`config.mk`:
```
export PLATFORM = sky130hd
export DESIGN_NAME = vec_elem_sequencer
export DESIGN_NICKNAME = d
export VERILOG_FILES = /design/src/rtl/vseq_pkg.sv /design/src/rtl/vseq_operand_idx.sv /design/src/rtl/vseq_pred_pick.sv /design/src/rtl/vseq_ctrl.sv /design/src/rtl/vec_elem_sequencer.sv
export SDC_FILE = /design/constraint.sdc
export NUM_CORES = 1
export LEC_CHECK = 0
export BUFFER_PORTS_ARGS = -buffer_cell sky130_fd_sc_hd__buf_2
export CAP_MARGIN = 0
export CORE_MARGIN = 3
export CORE_UTILIZATION = 49
export DETAILED_ROUTE_END_ITERATION = 6
export PLACE_DENSITY_LB_ADDON = 0.15
export SLEW_MARGIN = 20
export SYNTH_ARGS = -nofsm -noshare
export SYNTH_HDL_FRONTEND = slang
export SYNTH_SLANG_ARGS = --single-unit
export TNS_END_PERCENT = 20
```
`constraint.sdc`:
```
create_clock -name clk -period 2.43 [get_ports clk]
set_input_delay 0.6075 -clock clk [delete_from_list [all_inputs] [get_ports clk]]
set_output_delay 0.6075 -clock clk [all_outputs]
set_load 0.02 [all_outputs]
```
`src/rtl/vseq_pkg.sv`:
```
package vseq_pkg;
   localparam int NUM_OPS = 3;
   localparam int OP_RT   = 0;
   localparam int OP_RA   = 1;
   localparam int OP_RB   = 2;

   typedef enum logic [0:0] {
      SEQ_IDLE = 1'b0,
      SEQ_RUN  = 1'b1
   } seq_state_e;
endpackage

```
`src/rtl/vseq_operand_idx.sv`:
```
module vseq_operand_idx #(
   parameter int IDX_W = 7,
   parameter int CNT_W = 7
) (
   input  logic [IDX_W-1:0] base,
   input  logic             is_vec,
   input  logic [CNT_W-1:0] count,
   output logic [IDX_W-1:0] idx
);
   logic [IDX_W-1:0] step;

   generate
      if (CNT_W >= IDX_W) begin : g_trunc
         assign step = count[IDX_W-1:0];
      end else begin : g_ext
         assign step = {{(IDX_W-CNT_W){1'b0}}, count};
      end
   endgenerate

   assign idx = is_vec ? base + step : base;
endmodule

```
`src/rtl/vseq_pred_pick.sv`:
```
module vseq_pred_pick #(
   parameter int MAX_VL = 64,
   parameter int CNT_W  = 7
) (
   input  logic [MAX_VL-1:0] mask,
   input  logic [CNT_W-1:0]  count,
   output logic              bit_on
);
   localparam int SEL_W = (MAX_VL > 1) ? $clog2(MAX_VL) : 1;

   generate
      if (MAX_VL == 1) begin : g_single
         assign bit_on = mask[0];
      end else begin : g_multi
         logic [SEL_W-1:0] sel;
         assign sel    = count[SEL_W-1:0];
         assign bit_on = mask[sel];
      end
   endgenerate
endmodule

```
`src/rtl/vseq_ctrl.sv`:
```
module vseq_ctrl
   import vseq_pkg::*;
#(
   parameter int CNT_W = 7
) (
   input  logic             clk,
   input  logic             rst_n,
   input  logic             accept,
   input  logic [CNT_W-1:0] vl_new,
   input  logic [CNT_W-1:0] vl_q,
   input  logic             dest_vec,
   input  logic             bit_on,
   output logic             running,
   output logic [CNT_W-1:0] count,
   output logic             done
);
   seq_state_e state;
   logic       last;

   assign running = (state == SEQ_RUN);
   assign last    = (count == (vl_q - CNT_W'(1))) || (!dest_vec && bit_on);

   always_ff @(posedge clk) begin
      if (!rst_n) begin
         state <= SEQ_IDLE;
         count <= '0;
         done  <= 1'b0;
      end else begin
         done <= 1'b0;
         case (state)
            SEQ_IDLE: begin
               count <= '0;
               if (accept) begin
                  if (vl_new == '0) done  <= 1'b1;
                  else              state <= SEQ_RUN;
               end
            end
            default: begin
               if (last) begin
                  state <= SEQ_IDLE;
                  done  <= 1'b1;
                  count <= '0;
               end else begin
                  count <= count + CNT_W'(1);
               end
            end
         endcase
      end
   end
endmodule

```
`src/rtl/vec_elem_sequencer.sv`:
```
module vec_elem_sequencer
   import vseq_pkg::*;
#(
   parameter int MAX_VL = 64,
   parameter int IDX_W  = 7,
   parameter int VL_W   = $clog2(MAX_VL + 1)
) (
   input  logic              clk,
   input  logic              rst_n,
   input  logic              start,
   input  logic [VL_W-1:0]   vl,
   input  logic [IDX_W-1:0]  rt_base,
   input  logic [IDX_W-1:0]  ra_base,
   input  logic [IDX_W-1:0]  rb_base,
   input  logic              rt_vec,
   input  logic              ra_vec,
   input  logic              rb_vec,
   input  logic              pred_en,
   input  logic [MAX_VL-1:0] pred_mask,
   input  logic              zeroing,
   output logic              busy,
   output logic [VL_W-1:0]   elem_idx,
   output logic [IDX_W-1:0]  rt_idx,
   output logic [IDX_W-1:0]  ra_idx,
   output logic [IDX_W-1:0]  rb_idx,
   output logic              wr_en,
   output logic              zero_en,
   output logic              done
);
   generate
      if (MAX_VL < 1) begin : g_bad_vl
         $error("MAX_VL must be at least 1");
      end
      if (IDX_W < 1) begin : g_bad_idx
         $error("IDX_W must be at least 1");
      end
      if (VL_W < $clog2(MAX_VL + 1)) begin : g_bad_vlw
         $error("VL_W too narrow for MAX_VL");
      end
   endgenerate

   logic [IDX_W-1:0]   base_q [NUM_OPS];
   logic [NUM_OPS-1:0] vec_q;
   logic [MAX_VL-1:0]  mask_q;
   logic               zero_q;
   logic [VL_W-1:0]    vl_q;
   logic [VL_W-1:0]    vl_clamped;
   logic               running;
   logic               accept;
   logic               bit_on;
   logic [VL_W-1:0]    count;
   logic [IDX_W-1:0]   idx_out [NUM_OPS];
   logic [IDX_W-1:0]   base_in [NUM_OPS];
   logic [NUM_OPS-1:0] vec_in;

   assign accept     = start && !running;
   assign vl_clamped = (vl > VL_W'(MAX_VL)) ? VL_W'(MAX_VL) : vl;

   assign base_in[OP_RT] = rt_base;
   assign base_in[OP_RA] = ra_base;
   assign base_in[OP_RB] = rb_base;
   assign vec_in = {rb_vec, ra_vec, rt_vec};

   always_ff @(posedge clk) begin
      if (!rst_n) begin
         vec_q  <= '0;
         mask_q <= '0;
         zero_q <= 1'b0;
         vl_q   <= '0;
         for (int k = 0; k < NUM_OPS; k++) base_q[k] <= '0;
      end else if (accept) begin
         vec_q  <= vec_in;
         mask_q <= pred_en ? pred_mask : '1;
         zero_q <= zeroing;
         vl_q   <= vl_clamped;
         for (int k = 0; k < NUM_OPS; k++) base_q[k] <= base_in[k];
      end
   end

   vseq_ctrl #(.CNT_W(VL_W)) u_ctrl (
      .clk      (clk),
      .rst_n    (rst_n),
      .accept   (accept),
      .vl_new   (vl_clamped),
      .vl_q     (vl_q),
      .dest_vec (vec_q[OP_RT]),
      .bit_on   (bit_on),
      .running  (running),
      .count    (count),
      .done     (done)
   );

   vseq_pred_pick #(.MAX_VL(MAX_VL), .CNT_W(VL_W)) u_pred (
      .mask   (mask_q),
      .count  (count),
      .bit_on (bit_on)
   );

   generate
      for (genvar g = 0; g < NUM_OPS; g++) begin : g_op
         vseq_operand_idx #(.IDX_W(IDX_W), .CNT_W(VL_W)) u_idx (
            .base   (base_q[g]),
            .is_vec (vec_q[g]),
            .count  (count),
            .idx    (idx_out[g])
         );
      end
   endgenerate

   assign busy     = running;
   assign elem_idx = count;
   assign rt_idx   = idx_out[OP_RT];
   assign ra_idx   = idx_out[OP_RA];
   assign rb_idx   = idx_out[OP_RB];
   assign wr_en    = running && bit_on;
   assign zero_en  = running && !bit_on && zero_q;
endmodule

```
==> results.sh <==
export IMPL_status="finished with violations"
export IMPL_failed_checks="negative setup slack"
export IMPL_drt_antenna_violating_nets=0
export IMPL_synthXorXnorAreaFrac_pct=4.69
export IMPL_die_area_sq_um=12700
export IMPL_leakagePower_nw=3.03
export IMPL_worst_path_arrival_time_ns=2.50
export IMPL_regToRegSetupSlack_ns=0.06
export IMPL_totalWireLength_um=13600
export IMPL_core_area_sq_um=11000
export IMPL_clockBufferDepth=2
export IMPL_clock_sinks=105
export IMPL_grt_usage_pct=21.5
export IMPL_insertedDiodeCount=0
export IMPL_yosysWarningCount=0
export IMPL_yosys_area_share_simple_pct=20.7
export IMPL_tightestPinTransition_ns=0.749
export IMPL_cts_htree_levels=3
export IMPL_grt_overflow=0
export IMPL_period_needed_ns=3.11
export IMPL_cts_tree="yes"
export IMPL_cap_violations=0
export IMPL_synth_seq_area_share_pct=41.4
export IMPL_clockPowerShare_pct=33.6
export IMPL_min_path_type="flip-flop to flip-flop"
export IMPL_clock_skews_ns=0.00938
export IMPL_fin_crit_sh_pct=128
export IMPL_synth_edff_count=21
export IMPL_critical_path_max_stage_delay_ns=0.39
export IMPL_cts_made_buffers=9
export IMPL_post_synth_fa_ha_maj_area_fraction_pct=5.56
export IMPL_synth_ff_type="dfxtp_1"
export IMPL_die_height_um=113
export IMPL_dp_hpwl_um=10100
export IMPL_dpl_worst_slack_ns=-0.314
export IMPL_hold_worst_slack_ns=0.456
export IMPL_synth_mux_area_share_pct=10.8
export IMPL_max_vdd_ir_drop_v=0.000347
export IMPL_final_critical_path_setup_slack_ns=-0.675
export IMPL_vias=4748
export IMPL_syn_cell_area_sq_um=5580
export IMPL_drt_pre_antenna_iters=4
export IMPL_max_slew_margin_pct=50.1
export IMPL_internal_power_summed_over_all_cells_mw=3.05
export IMPL_pins_over_slew_limit=0
export IMPL_clkSlewWorstSetupHoldPaths_ns=0.07
export IMPL_power_density_cell_area_nw_per_um2=596
export IMPL_clock_tree_root_cell="clkbuf_16"
export IMPL_path_cells="ha_2 -> fa_2 -> a21o_1 -> a21oi_2 -> o21bai_1 -> a21oi_2 -> mux2i_2 -> xor2_2 -> buf_4"
export IMPL_p_seq_share_pct=48.0
export IMPL_clkLatencyLatePin_ns=0.35
export IMPL_port_buffers=131
export IMPL_remaining_drc_errors=0
export IMPL_postSynthAreaPerCell_sq_um=9.27
export IMPL_wire_per_inst_um=15.1
export IMPL_synthesis_instances=602
export IMPL_hold_viol_final=0
export IMPL_grt_start_max_net_pins=74
export IMPL_routabilityCongestion=0.853
export IMPL_capturing_element_type_of_the_critical_path="output pin"
export IMPL_vias_in_the_first_global_route=4863
export IMPL_initial_antenna_violation_count=0
export IMPL_grt_pass1_wl_um=22500
export IMPL_worst_setup_path_start_kind="flip-flop"
export IMPL_power_combinational_fraction_pct=18.4
export IMPL_grt_setup_unrepaired="yes"
export IMPL_synth_async_sr_flop_share_pct=0
export IMPL_chipWidth_um=113
export IMPL_timing_worst_setup_path_type="flip-flop to output pin"
export IMPL_maxClockFrequency_mhz=322
export IMPL_start_util_pct=50.8
export IMPL_crit_path_frequent_cell="a21oi_2"
export IMPL_syn_num_nets=725
export IMPL_setup_violations=16
export IMPL_cp_slowest_cell="edfxtp_1"
export IMPL_fp_row_count=38
export IMPL_maximum_fanout_along_the_worst_path=2
export IMPL_synthesis_stage_register_bit_count=105
export IMPL_total_nets_final=879
export IMPL_share_of_the_synthesized_area_in_compound_gates_ao_oa_aoi_oai_pct=13.1
export IMPL_required_ns=1.82
export IMPL_design_portCount=132
export IMPL_p_sw_share_pct=28.4
export IMPL_total_power_mw=4.26
export IMPL_drtIter0Drc=196
export IMPL_drive_above_1_share_pct=34.0
export IMPL_dominant_combinational_cell_family_by_area_after_synthesis="simple AND/OR/NAND/NOR gates"
export IMPL_critPathBufInv=1
export IMPL_synth_lib_cells_used_distinct=50
export IMPL_area_growth_syn_to_fin_pct=28.1
export IMPL_power_net_switching_mw=1.21
export IMPL_cpLargestDelayFamily="compound AO/OA/AOI/OAI gates"
export IMPL_route_detailed_vias_per_inst=5.27
Yosys cell counts, types with 7 or more instances:
cell / instances / area (sq um)
a22o_1: 9 / 78.8
nand3_1: 12 / 60.1
clkbuf_1: 32 / 120
nor2b_1: 66 / 413
a21oi_1: 19 / 95.1
nand2b_1: 7 / 43.8
mux2_2: 15 / 169
o21ai_0: 69 / 345
ha_1: 20 / 250
nor2_1: 13 / 48.8
xnor2_1: 21 / 184
xor2_1: 7 / 61.3
edfxtp_1: 21 / 631
inv_1: 12 / 45.0
nor3_1: 9 / 45.0
nand2_1: 79 / 297
and2_1: 24 / 150
dfxtp_1: 84 / 1680
mux2i_1: 27 / 270
timing repair:
item                                    in CTS  in global routing
endpoints found under the hold margin        0                  0
gates resized for setup                     14                 17
pin swaps                                   11                  2
endpoints found under the setup margin      17                 29
hold buffers                                 0                  0
setup buffers                                0                  1
flip-flops by register name, indices dropped and copies added (netlist names):
signal          cells
u_ctrl.running      1
zero_q              1
vl_q                7
mask_q             64
u_ctrl.count        7
base_q             21
u_ctrl.done         1
vec_q               3
placed cells by master (no fill, tap or decap), types with 3 or more instances in the layout:
| cell type | synthesis | layout |
|---|---|---|
| buf_2 | 2 | 125 |
| dfxtp_1 | 84 | 82 |
| nand2_1 | 79 | 79 |
| o21ai_0 | 69 | 69 |
| nor2b_1 | 66 | 64 |
| buf_4 | 2 | 48 |
| and2_1 | 24 | 23 |
| mux2i_1 | 27 | 21 |
| edfxtp_1 | 21 | 21 |
| xnor2_1 | 21 | 20 |
| ha_1 | 20 | 17 |
| mux2_2 | 15 | 15 |
| inv_1 | 12 | 12 |
| nor2_1 | 13 | 12 |
| nand3_1 | 12 | 12 |
| a21oi_2 | 0 | 11 |
| a22o_1 | 9 | 9 |
| clkbuf_16 | 0 | 9 |
| a21oi_1 | 19 | 8 |
| nor3_1 | 9 | 8 |
| mux4_2 | 6 | 7 |
| nand2b_1 | 7 | 7 |
| a21o_1 | 6 | 6 |
| o21bai_1 | 6 | 6 |
| mux2i_2 | 0 | 6 |
| xor2_2 | 1 | 4 |
| xor2_1 | 7 | 4 |
| buf_6 | 2 | 4 |
| buf_12 | 0 | 4 |
| a22oi_1 | 3 | 3 |
| fa_2 | 0 | 3 |
| inv_6 | 0 | 3 |
final cells by class:
type                       instances  area, sq um
clock inverter                     7         68.8
sequential                       105         2320
multi-input combinational        447         3200
tap                              140          175
clock buffer                       9          225
fill                             898         3830
inverter                          12         45.0
timing repair buffer             181         1110
path summary, 6_finish.rpt:
path / start / endpoint / cells after the start
worst max register to register: u_ctrl.count[1]$_SDFF_PP0_ / u_ctrl.count[3]$_SDFF_PP0_ / 7
worst min-delay path: mask_q[28]$_SDFFE_PN0P_ / mask_q[28]$_SDFFE_PN0P_ / 2
worst max-delay path: base_q[0][0]$_SDFFCE_PN0P_ / rt_idx[6] / 9
worst min register to register: mask_q[28]$_SDFFE_PN0P_ / mask_q[28]$_SDFFE_PN0P_ / 2
per-layer routing:
metal	track usage [%]	wire length (um)	vias to the layer above
li1	-	-	2384
met5	0	0	-
met1	26.7	5870	2217
met3	4.87	742	21
met4	5.21	223	0
met2	38.1	6780	126
power by group through the flow:
| stage | clock network (mW) | registers (mW) | logic (mW) |
|---|---|---|---|
| after global placement | 0 | 2.08 | 0.727 |
| final | 1.43 | 2.05 | 0.784 |
| after floorplan | 0 | 2.05 | 0.481 |
| after detailed placement | 0 | 2.09 | 0.756 |
| after global routing | 1.54 | 2.07 | 0.869 |
| after CTS | 1.46 | 2.05 | 0.771 |
cells by family (layout without fill, tap and decap cells):
| group | count (synthesis) | after routing |
|---|---|---|
| simple gates | 223 | 223 |
| compound gates | 123 | 123 |
| mux | 49 | 49 |
| flops | 105 | 105 |
| buf+inv | 50 | 209 |
| xor+xnor | 29 | 29 |
| fa+ha+maj | 23 | 23 |
worst min-delay path, stage by stage (launching register included):
cell and delay [ns]:
dfxtp_1 0.33, nand2_1 0.04, o21ai_0 0.05
metrics by stage:
| stage | instances | utilization (%) | TNS (ns) | area (sq um) |
|---|---|---|---|---|
| 2_1_floorplan | 602 | - | -0.807 | 5660 |
| 3_3_place_gp | 884 | 61.4 | -1.44 | 6740 |
| 3_5_place_dp | 884 | 61.4 | -1.99 | 6740 |
| 4_1_cts | 900 | 64.4 | -6.84 | 7070 |
| 5_1_grt | 901 | 65.1 | -8.47 | 7150 |
| 6_report | 901 | 65.1 | -6.53 | 7150 |
Note: power is estimated with default switching activity, not from simulation.
